**config.mk**
```make
export PLATFORM = sky130hd
export DESIGN_NAME = strap_boot_seq
export DESIGN_NICKNAME = d
export VERILOG_FILES = /design/src/rtl/strap_boot_pkg.sv /design/src/rtl/strap_sampler.sv /design/src/rtl/loader_timer.sv /design/src/rtl/boot_path_fsm.sv /design/src/rtl/strap_boot_seq.sv
export SDC_FILE = /design/constraint.sdc
export NUM_CORES = 1
export LEC_CHECK = 0
export ABC_AREA = 1
export ABC_CLOCK_PERIOD_IN_PS = 2000
export BUFFER_PORTS_ARGS = -buffer_cell sky130_fd_sc_hd__buf_2
export CORE_MARGIN = 2
export CORE_UTILIZATION = 40
export CTS_CLUSTER_SIZE = 14
export DETAILED_ROUTE_END_ITERATION = 16
export SYNTH_ARGS = -nofsm -noshare
export SYNTH_HDL_FRONTEND = slang
export SYNTH_SLANG_ARGS = --single-unit
```
**constraint.sdc**
```tcl
create_clock -name clk -period 2 [get_ports clk]
set_clock_uncertainty 0.15 [all_clocks]
set_input_delay 0.2 -clock clk [delete_from_list [all_inputs] [get_ports clk]]
set_output_delay 0.2 -clock clk [all_outputs]
set_load 0.02 [all_outputs]
```
**src/rtl/strap_boot_pkg.sv**
```systemverilog
package strap_boot_pkg;

  typedef enum logic [1:0] {SM_RESET, SM_CONV, SM_HOLD} samp_st_e;

  typedef enum logic [1:0] {RT_EXT, RT_ACTIVE, RT_TONE, RT_PASS} route_e;

  typedef enum logic [3:0] {
    BP_IDLE, BP_SPI_GO, BP_SPI_WAIT, BP_I2C_GO, BP_I2C_WAIT,
    BP_HOST, BP_EXT_RUN, BP_ACTIVE, BP_TONE, BP_PASS
  } boot_st_e;

  // Lowest code whose voltage reaches the given millivolt band floor.
  function automatic int unsigned band_floor(input int unsigned mv, input int unsigned code_w);
    int unsigned full;
    full = (32'd1 << code_w) - 32'd1;
    return (mv * full + 32'd999) / 32'd1000;
  endfunction

  // Gap codes fall to the band just below in voltage.
  function automatic logic [2:0] code_to_preset(input logic [15:0] code, input int unsigned code_w);
    int unsigned c;
    c = 32'(code);
    if      (c >= band_floor(32'd650, code_w)) return 3'd0;
    else if (c >= band_floor(32'd500, code_w)) return 3'd3;
    else if (c >= band_floor(32'd360, code_w)) return 3'd4;
    else if (c >= band_floor(32'd220, code_w)) return 3'd5;
    else if (c >= band_floor(32'd80,  code_w)) return 3'd6;
    else                                       return 3'd7;
  endfunction

  function automatic route_e boot_route(input logic [2:0] preset);
    case (preset)
      3'd3, 3'd4, 3'd5: return RT_ACTIVE;
      3'd6:             return RT_TONE;
      3'd7:             return RT_PASS;
      default:          return RT_EXT;
    endcase
  endfunction

endpackage

```
**src/rtl/strap_sampler.sv**
```systemverilog
module strap_sampler
  import strap_boot_pkg::*;
#(
  parameter int CODE_W   = 8,
  parameter int N_STRAPS = 4,
  parameter int PRESET_W = 3
) (
  input  logic                         clk,
  input  logic                         rst_n,
  output logic                         adc_req,
  output logic [$clog2(N_STRAPS)-1:0]  adc_sel,
  input  logic [CODE_W-1:0]            adc_code,
  input  logic                         adc_valid,
  output logic                         conv_take,
  output logic                         done,
  output logic [N_STRAPS*PRESET_W-1:0] presets
);
  localparam int SEL_W = $clog2(N_STRAPS);
  localparam logic [SEL_W-1:0] LAST = SEL_W'(N_STRAPS - 1);

  samp_st_e         st;
  logic [SEL_W-1:0] idx;

  assign adc_req   = (st == SM_CONV);
  assign adc_sel   = idx;
  assign conv_take = adc_req && adc_valid;
  assign done      = (st == SM_HOLD);

  always_ff @(posedge clk or negedge rst_n) begin
    if (!rst_n) begin
      st  <= SM_RESET;
      idx <= '0;
    end else begin
      case (st)
        SM_RESET: st <= SM_CONV;
        SM_CONV: if (conv_take) begin
          if (idx == LAST) st <= SM_HOLD;
          else             idx <= idx + 1'b1;
        end
        default: st <= SM_HOLD;
      endcase
    end
  end

  for (genvar g = 0; g < N_STRAPS; g++) begin : g_slot
    logic [PRESET_W-1:0] held;
    always_ff @(posedge clk or negedge rst_n) begin
      if (!rst_n)
        held <= '0;
      else if (conv_take && idx == SEL_W'(g))
        held <= PRESET_W'(code_to_preset(16'(adc_code), CODE_W));
    end
    assign presets[g*PRESET_W +: PRESET_W] = done ? held : '0;
  end

endmodule

```
**src/rtl/loader_timer.sv**
```systemverilog
module loader_timer #(
  parameter int LIMIT = 4096
) (
  input  logic clk,
  input  logic rst_n,
  input  logic clear,
  output logic expired
);
  localparam int CNT_W = $clog2(LIMIT + 1);

  logic [CNT_W-1:0] cnt;

  assign expired = !clear && (cnt == CNT_W'(LIMIT - 1));

  always_ff @(posedge clk or negedge rst_n) begin
    if (!rst_n)       cnt <= '0;
    else if (clear)   cnt <= '0;
    else if (!expired) cnt <= cnt + 1'b1;
  end

endmodule

```
**src/rtl/boot_path_fsm.sv**
```systemverilog
module boot_path_fsm
  import strap_boot_pkg::*;
#(
  parameter int LOADER_TIMEOUT = 4096
) (
  input  logic       clk,
  input  logic       rst_n,
  input  logic       straps_done,
  input  logic [2:0] boot_preset,
  input  logic       spi_done,
  input  logic       spi_fail,
  input  logic       i2c_done,
  input  logic       i2c_fail,
  output logic       spi_start,
  output logic       i2c_start,
  output logic       ext_run,
  output logic       host_wait,
  output logic       run_active,
  output logic       run_tone,
  output logic       run_pass,
  output logic       loader_expired
);
  boot_st_e st, nx;
  logic     waiting;

  assign waiting = (st == BP_SPI_WAIT) || (st == BP_I2C_WAIT);

  loader_timer #(.LIMIT(LOADER_TIMEOUT)) u_timer (
    .clk    (clk),
    .rst_n  (rst_n),
    .clear  (!waiting),
    .expired(loader_expired)
  );

  always_comb begin
    nx = st;
    case (st)
      BP_IDLE: if (straps_done) begin
        case (boot_route(boot_preset))
          RT_ACTIVE: nx = BP_ACTIVE;
          RT_TONE:   nx = BP_TONE;
          RT_PASS:   nx = BP_PASS;
          default:   nx = BP_SPI_GO;
        endcase
      end
      BP_SPI_GO:   nx = BP_SPI_WAIT;
      BP_SPI_WAIT: begin
        if (spi_done)                       nx = BP_EXT_RUN;
        else if (spi_fail || loader_expired) nx = BP_I2C_GO;
      end
      BP_I2C_GO:   nx = BP_I2C_WAIT;
      BP_I2C_WAIT: begin
        if (i2c_done)                       nx = BP_EXT_RUN;
        else if (i2c_fail || loader_expired) nx = BP_HOST;
      end
      default:     nx = st;
    endcase
  end

  always_ff @(posedge clk or negedge rst_n) begin
    if (!rst_n) st <= BP_IDLE;
    else        st <= nx;
  end

  assign spi_start  = (st == BP_SPI_GO);
  assign i2c_start  = (st == BP_I2C_GO);
  assign ext_run    = (st == BP_EXT_RUN);
  assign host_wait  = (st == BP_HOST);
  assign run_active = (st == BP_ACTIVE);
  assign run_tone   = (st == BP_TONE);
  assign run_pass   = (st == BP_PASS);

endmodule

```
**src/rtl/strap_boot_seq.sv**
```systemverilog
module strap_boot_seq #(
  parameter int LOADER_TIMEOUT = 4096
) (
  input  logic       clk,
  input  logic       rst_n,
  output logic       adc_req,
  output logic [1:0] adc_sel,
  input  logic [7:0] adc_code,
  input  logic       adc_valid,
  output logic       spi_start,
  input  logic       spi_done,
  input  logic       spi_fail,
  output logic       i2c_start,
  input  logic       i2c_done,
  input  logic       i2c_fail,
  output logic       straps_done,
  output logic [2:0] clk_preset,
  output logic [2:0] boot_preset,
  output logic [2:0] chan_preset,
  output logic [2:0] mix_preset,
  output logic       run_active,
  output logic       run_tone,
  output logic       run_pass,
  output logic       ext_run,
  output logic       host_wait
);
  localparam int CODE_W   = 8;
  localparam int N_STRAPS = 4;
  localparam int PRESET_W = 3;

  logic [N_STRAPS*PRESET_W-1:0] presets;
  logic                         conv_take;
  logic                         loader_expired;

  strap_sampler #(
    .CODE_W  (CODE_W),
    .N_STRAPS(N_STRAPS),
    .PRESET_W(PRESET_W)
  ) u_sampler (
    .clk      (clk),
    .rst_n    (rst_n),
    .adc_req  (adc_req),
    .adc_sel  (adc_sel),
    .adc_code (adc_code),
    .adc_valid(adc_valid),
    .conv_take(conv_take),
    .done     (straps_done),
    .presets  (presets)
  );

  assign clk_preset  = presets[0*PRESET_W +: PRESET_W];
  assign boot_preset = presets[1*PRESET_W +: PRESET_W];
  assign chan_preset = presets[2*PRESET_W +: PRESET_W];
  assign mix_preset  = presets[3*PRESET_W +: PRESET_W];

  boot_path_fsm #(.LOADER_TIMEOUT(LOADER_TIMEOUT)) u_path (
    .clk           (clk),
    .rst_n         (rst_n),
    .straps_done   (straps_done),
    .boot_preset   (boot_preset),
    .spi_done      (spi_done),
    .spi_fail      (spi_fail),
    .i2c_done      (i2c_done),
    .i2c_fail      (i2c_fail),
    .spi_start     (spi_start),
    .i2c_start     (i2c_start),
    .ext_run       (ext_run),
    .host_wait     (host_wait),
    .run_active    (run_active),
    .run_tone      (run_tone),
    .run_pass      (run_pass),
    .loader_expired(loader_expired)
  );

endmodule

```
==> Word-level counts from Yosys, hierarchy flattened <==
Index checks and enable logic that the tools add are counted.
{ "totals": {"reg_bits": 33, "latch_bits": 0, "ram_bits": 0, "mem_bits_ro": 0, "inputBits": 15, "out_inout_bits": 23, "word_cells": 86, "mem_count": 0} }
{ "op_classes": {"n_addsub": 2, "mul": 0, "n_div": 0, "order_cmp": 5, "n_eq_ne": 29, "n_shift": 0, "n_mux": 24, "bitwise": 1, "n_reduce_logical": 17} }
{ "ops": {"columns": ["operator", "count"], "rows": [
  ["2-to-1 mux 13 bit", 2],
  ["2-to-1 mux 3 bit", 8],
  ["2-to-1 mux 4 bit", 5],
  ["case mux 4 bit (5 select lines)", 1],
  ["== test 4 x 3 -> 1 bit (second input constant)", 4],
  ["greater-or-equal comparator 8 bit (second input constant)", 2],
  ["adder 13 x 1 -> 13 bit (second input constant)", 1],
  ["== test 13 x 12 -> 1 bit (second input constant)", 1],
  ["== test 3 bit (second input constant)", 4],
  ["case mux 4 bit (3 select lines)", 1],
  ["== test 2 bit (second input constant)", 5],
  ["== test 4 x 2 -> 1 bit (second input constant)", 2],
  ["== test 4 bit (second input constant)", 2],
  ["greater-or-equal comparator 8 x 5 -> 1 bit (second input constant)", 1],
  ["greater-or-equal comparator 8 x 6 -> 1 bit (second input constant)", 1],
  ["greater-or-equal comparator 8 x 7 -> 1 bit (second input constant)", 1],
  ["2-to-1 mux 2 bit", 4],
  ["!= test 2 bit (second input constant)", 4],
  ["== test 2 x 1 -> 1 bit (second input constant)", 3],
  ["logical AND 1 bit", 6],
  ["!= test 3 bit (second input constant)", 2],
  ["case mux 2 bit (3 select lines)", 1],
  ["nonzero test 5 bit", 1],
  ["== test 4 x 1 -> 1 bit (second input constant)", 1],
  ["12 further kinds", 15]
]} }

==> Longest topological paths before layout <==
{ "depth": {"depth_word": 11, "depth_mapped": 10, "ltp_nobuf": 10} }

==> Cells and area by module <==
A second synthesis with hierarchy kept.
{ "unflattened": {"cells_unflattened": 315, "area_unflattened_um2": 2178.3} }
{ "modules_own_cells": {"columns": ["mod", "n_inst", "cells_per_inst", "area_each_um2", "seq_area_each_um2"], "rows": [
  ["strap_sampler", 1, 129, 928.4, 400.4],
  ["loader_timer", 1, 104, 799.5, 325.3],
  ["boot_path_fsm", 1, 82, 450.4, 100.1]
]} }

==> Least setup slack after synthesis <==
No wires, ideal clock.
{ "synth_timing": {"kind": "register to register", "from": "reg u_sampler.st[0]", "to": "reg u_path.st[0]", "setup_ps": 117, "arrival_time_ps": 1355, "t_required_ps": 1733, "path_slack_ps": 378, "stages_incl_launch_ff": 10, "path_buffers": 1, "period_less_slack_ps": 1622, "path_cell_list": "dfrtp_1 -> inv_1 -> nand2_1 -> buf_2 -> nor2_1 -> nand3_1 -> nand2_1 -> nand2_1 -> nand3_1 -> nand2_1"} }
{ "synth_via": {"elab_chain_len": 11, "word_cells_on_any_way": 19, "cone_classes": "eq/ne (10); mux (7); reduce/logical (2)"} }
{ "synth_rtl": {"columns": ["item", "line", "rtl"], "rows": [
  ["from (decl)", "strap_sampler.sv:21", "samp_st_e st;"],
  ["from (signal assigned)", "strap_sampler.sv:31", "st <= SM_RESET;"],
  ["from (signal assigned)", "strap_sampler.sv:35", "SM_RESET: st <= SM_CONV;"],
  ["from (signal assigned)", "strap_sampler.sv:37", "if (idx == LAST) st <= SM_HOLD;"],
  ["== test 2 bit (*)", "strap_sampler.sv:27", "assign done = (st == SM_HOLD);"],
  ["2-to-1 mux 3 bit (*)", "strap_sampler.sv:53", "assign presets[g*PRESET_W +: PRESET_W] = done ? held : '0;"],
  ["named net boot_preset[1]", "strap_boot_seq.sv:18", "output logic [2:0] boot_preset,"],
  ["== test 3 x 2 -> 1 bit / == test 3 bit (equally long branches)", "strap_boot_pkg.sv:32", "case (preset)"],
  ["OR reduction 3 bit", "strap_boot_pkg.sv:32", null],
  ["case mux 2 bit (3 select lines) (*)", "strap_boot_pkg.sv:32", null],
  ["2-to-1 mux 2 bit (*)", "boot_path_fsm.sv:38", "BP_IDLE: if (straps_done) begin"],
  ["2-to-1 mux 2 bit (*)", "boot_path_fsm.sv:37", "case (st)"],
  ["== test 2 bit / == test 2 x 1 -> 1 bit (equally long branches)", "boot_path_fsm.sv:39", "case (boot_route(boot_preset))"],
  ["case mux 4 bit (3 select lines) (*)", "boot_path_fsm.sv:39", null],
  ["2-to-1 mux 4 bit (*)", "boot_path_fsm.sv:38", null],
  ["case mux 4 bit (5 select lines) (*)", "boot_path_fsm.sv:37", null],
  ["to (signal assigned)", "boot_path_fsm.sv:62", "else st <= nx;"],
  ["to (decl)", "boot_path_fsm.sv:23", "boot_st_e st, nx;"]
]} }
The timed path passes the listed nets; every way through them passes the cells marked *. The select of a mux whose other input is x is not followed.
A chain may end at the register's enable or synchronous reset.

==> Worst setup path in the final report <==
{ "layout_timing": {"from": "reg u_sampler.st[0]", "to": "out mix_preset[2]"} }
{ "layout_via": {"elab_chain_len": 2} }
{ "layout_rtl": {"columns": ["item", "line", "rtl"], "rows": [
  ["== test 2 bit", "strap_sampler.sv:27", null],
  ["2-to-1 mux 3 bit", "strap_sampler.sv:53", null],
  ["to (decl)", "strap_boot_seq.sv:20", "output logic [2:0] mix_preset,"]
]} }
No other way between the ends.

==> out/metrics.csv <==
stage,metric,value,unit
clocking,ctsLongestPathBuffers,2,
clocking,clk_pin_slew,0.07,ns
sta,timing.slew.headroom,49.4,%
floorplanning,die_area,0.00567,mm²
clocking,clock_latency,0.29,ns
sta,final.setup.tns,0,ns
yosys,synth_area_per_cell,7.16,µm²
floorplanning,rows,25,
routing,detailroute.via_count,1848,
yosys,synth.distinct_cells,31,
place,hpwlAfterDp,3220,µm
setup_path,worst-setup-path-type,register to primary output,
clocking,htreeDepth,2,
setup_path,setup.worst_path.start_class,register,
sta,timing_hold_violations_final,0,
sta,timing.hold.ws,0.0325,ns
job,drv.max_cap_violation_count,0,
routing,post_drt_wl_per_cell,10.6,µm
sta,time_the_worst_path_needs_with_i_o_delays_and_setup,1.73,ns
power,leakagePower,1.37,nW
final_layout,commonest_cells_after_routing_fill_and_taps_aside,"72 x nand2_1, 51 x inv_1, 39 x nor2_1",
sta,layout_worst_path_cycle_share,86.5,%
floorplanning,initial_utilization,42.2,%
routing,route.final.wire_length,4180,µm
floorplanning,die_width,75.3,µm
setup_path,worst-endpoint-arrival,1.38,ns
yosys,synthesis.nets,304,
final_layout,area_growth,18.3,%
floorplanning,coreArea,0.00482,mm²
global_route,grt_overflow,0,
yosys,mapped_cells,284,
clocking,post_cts.repair.setup_buffers,0,
place,gp_routability_congestion,0.816,
setup_path,worstPathMaxFanout,10,
global_route,largest_net_degree_at_the_start_of_global_routing,34,
global_route,vias_in_the_first_global_route,1730,
yosys,synth.yosys.seq_area_share,40.6,%
setup_path,end_kind,primary output,
clocking,clock_sinks,33,
sta,worst_slew_pin_slew,0.759,ns
clocking,cts_tree,built,
status,run_status,"finished, final reports clean",
final_layout,diode_insertion_count_for_antenna_repair,0,
sta,count_of_endpoints_failing_setup_in_the_final_report,0,
sta,rsz0062_at_grt,false,
power,ir_drop,369,µV
yosys,netlist_area,0.00203,mm²
sta,max_freq,578,MHz
clocking,cts.hold.buffers_added,1,
min_path,hold_path.class,primary input to register,
place,numPlacedInstances,387,
setup_path,r2r_slack,0.34,ns
global_route,global_route.usage.total,17.0,%
routing,drc,0,
yosys,synth-seq-cells,33,
clocking,cts_inserted_buffers,5,
final_layout,ratio_of_cells_with_drive_above_1_in_the_final_layout,20.1,%
final_layout,final_common_cell,nand2_1,
clocking,root_buffer,clkbuf_8,
global_route,number_of_antenna_violations_at_the_first_check_in_global_routing,0,
final_layout,final_stage_net_count,348,
routing,avgViaCountPerCell,4.67,
routing,detail_route.first_pass.iterations,4,
yosys,yosysWarnings,0,
power,total_power,1.28,mW
global_route,wire_length_of_the_first_global_routing_pass,7400,µm
final_layout,fillCellCount,516,
floorplanning,io_pins,38,
power,pwr_density_cell,532,mW/mm²
sta,timing.final.max_slew_violations,0,
final_layout,stdcell_count,396,
clocking,cts-resized-gates,0,
setup_path,critical_path_required,1.65,ns
floorplanning,floorplan.die.height,75.3,µm
routing,final_antenna_net_count,0,
routing,detailedRoute.firstIterationViolations,87,
place,numPortBuffers,37,
power breakdown:
part	switching, mW	leakage (nW)	internal (mW)
Sequential	0	0.414	0.667
Combinational	0.0362	0.897	0.0178
Clock	0.248	0.0542	0.311
final timing paths:
check                                                          end  depth (start not counted)                                     from
max reg2reg                               u_path.st[2]$_DFFE_PN0P_                         10        u_path.u_timer.cnt[1]$_DFFE_PN0P_
min                                    u_sampler.st[1]$_DFFE_PN0P_                          3                                adc_valid
min in group asynchronous  u_sampler.g_slot[3].held[2]$_DFFE_PN0P_                          2                                    rst_n
max                                                  mix_preset[2]                          5              u_sampler.st[0]$_DFFE_PN0P_
min reg2reg                u_sampler.g_slot[0].held[0]$_DFFE_PN0P_                          2  u_sampler.g_slot[0].held[0]$_DFFE_PN0P_
max in group asynchronous        u_path.u_timer.cnt[6]$_DFFE_PN0P_                          2                                    rst_n
per-layer routing:
layer	routed length, µm	vias up	GRT usage [%]
met3	183	9	3.70
met5	0	-	0
met1	1990	824	22.0
li1	-	971	-
met2	1910	44	27.5
met4	93	0	7.41
sequential cells by signal, summed over array words and instances (netlist names):
register,cells
u_path.st,4
u_sampler.g_slot.held,12
u_sampler.st,2
u_path.u_timer.cnt,13
u_sampler.adc_sel,2
synthesized netlist by cell type:
master / instances / area share (%)
nand2_1: 72 / 13
o21ai_0: 15 / 3.7
nand2_4: 3 / 1.7
nor3_1: 4 / 0.98
nor2_2: 3 / 0.92
nand4_1: 4 / 1.2
nor3_2: 1 / 0.49
a31o_2: 1 / 0.43
a22oi_1: 1 / 0.37
inv_1: 51 / 9.4
nor2_4: 2 / 1.1
o21ai_1: 4 / 0.98
or2_2: 1 / 0.31
nand3_1: 23 / 5.7
a21oi_2: 1 / 0.43
xor2_1: 1 / 0.43
ha_1: 5 / 3.1
buf_2: 1 / 0.25
buf_6: 1 / 0.55
nand3b_1: 2 / 0.74
xnor2_1: 1 / 0.43
nor2_8: 1 / 0.98
a31oi_1: 3 / 0.92
nor2_1: 39 / 7.2
o31ai_1: 1 / 0.37
nand3_4: 1 / 0.86
inv_2: 1 / 0.18
dfrtp_1: 33 / 41
nand2_2: 4 / 1.2
a21oi_1: 3 / 0.74
nand3_2: 1 / 0.49
worst max-delay path: stages (launching register included):
cell	delay (ns)
dfrtp_1	0.37
inv_1	0.13
nand2_1	0.11
buf_4	0.19
nor2_1	0.12
buf_2	0.18
cell families (layout without fill, tap and decap cells):
logic type | Yosys count | after routing | share of synthesized area [%]
and+or+nand+nor | 161 | 161 | 37.1
AOI/OAI and AO/OA | 29 | 29 | 7.93
DFF | 33 | 33 | 40.6
adders and majority gates | 5 | 5 | 3.08
buffers and inverters | 54 | 99 | 10.4
xor gates and xnor gates | 2 | 2 | 0.861
per-stage QoR:
step | setup slack [ns] | cell area (µm²) | utilization, %
after detailed placement | 0.342 | 2290 | 47.6
after CTS | 0.260 | 2410 | 49.9
final | 0.271 | 2410 | 49.9
after global placement | 0.384 | 2290 | 47.6
after global routing | 0.145 | 2410 | 49.9
after floorplan | 0.378 | 2030 | -
final cells by class:
class	count	area (µm²)	area share (%)
Multi-Input combinational cell	197	997	41.4
Sequential cell	33	826	34.3
Timing Repair Buffer	39	203	8.42
Inverter	52	195	8.11
Clock buffer	7	96.3	4.00
Tap cell	67	83.8	3.48
Clock inverter	1	5.00	0.208
(Power assumes the default switching activity.)
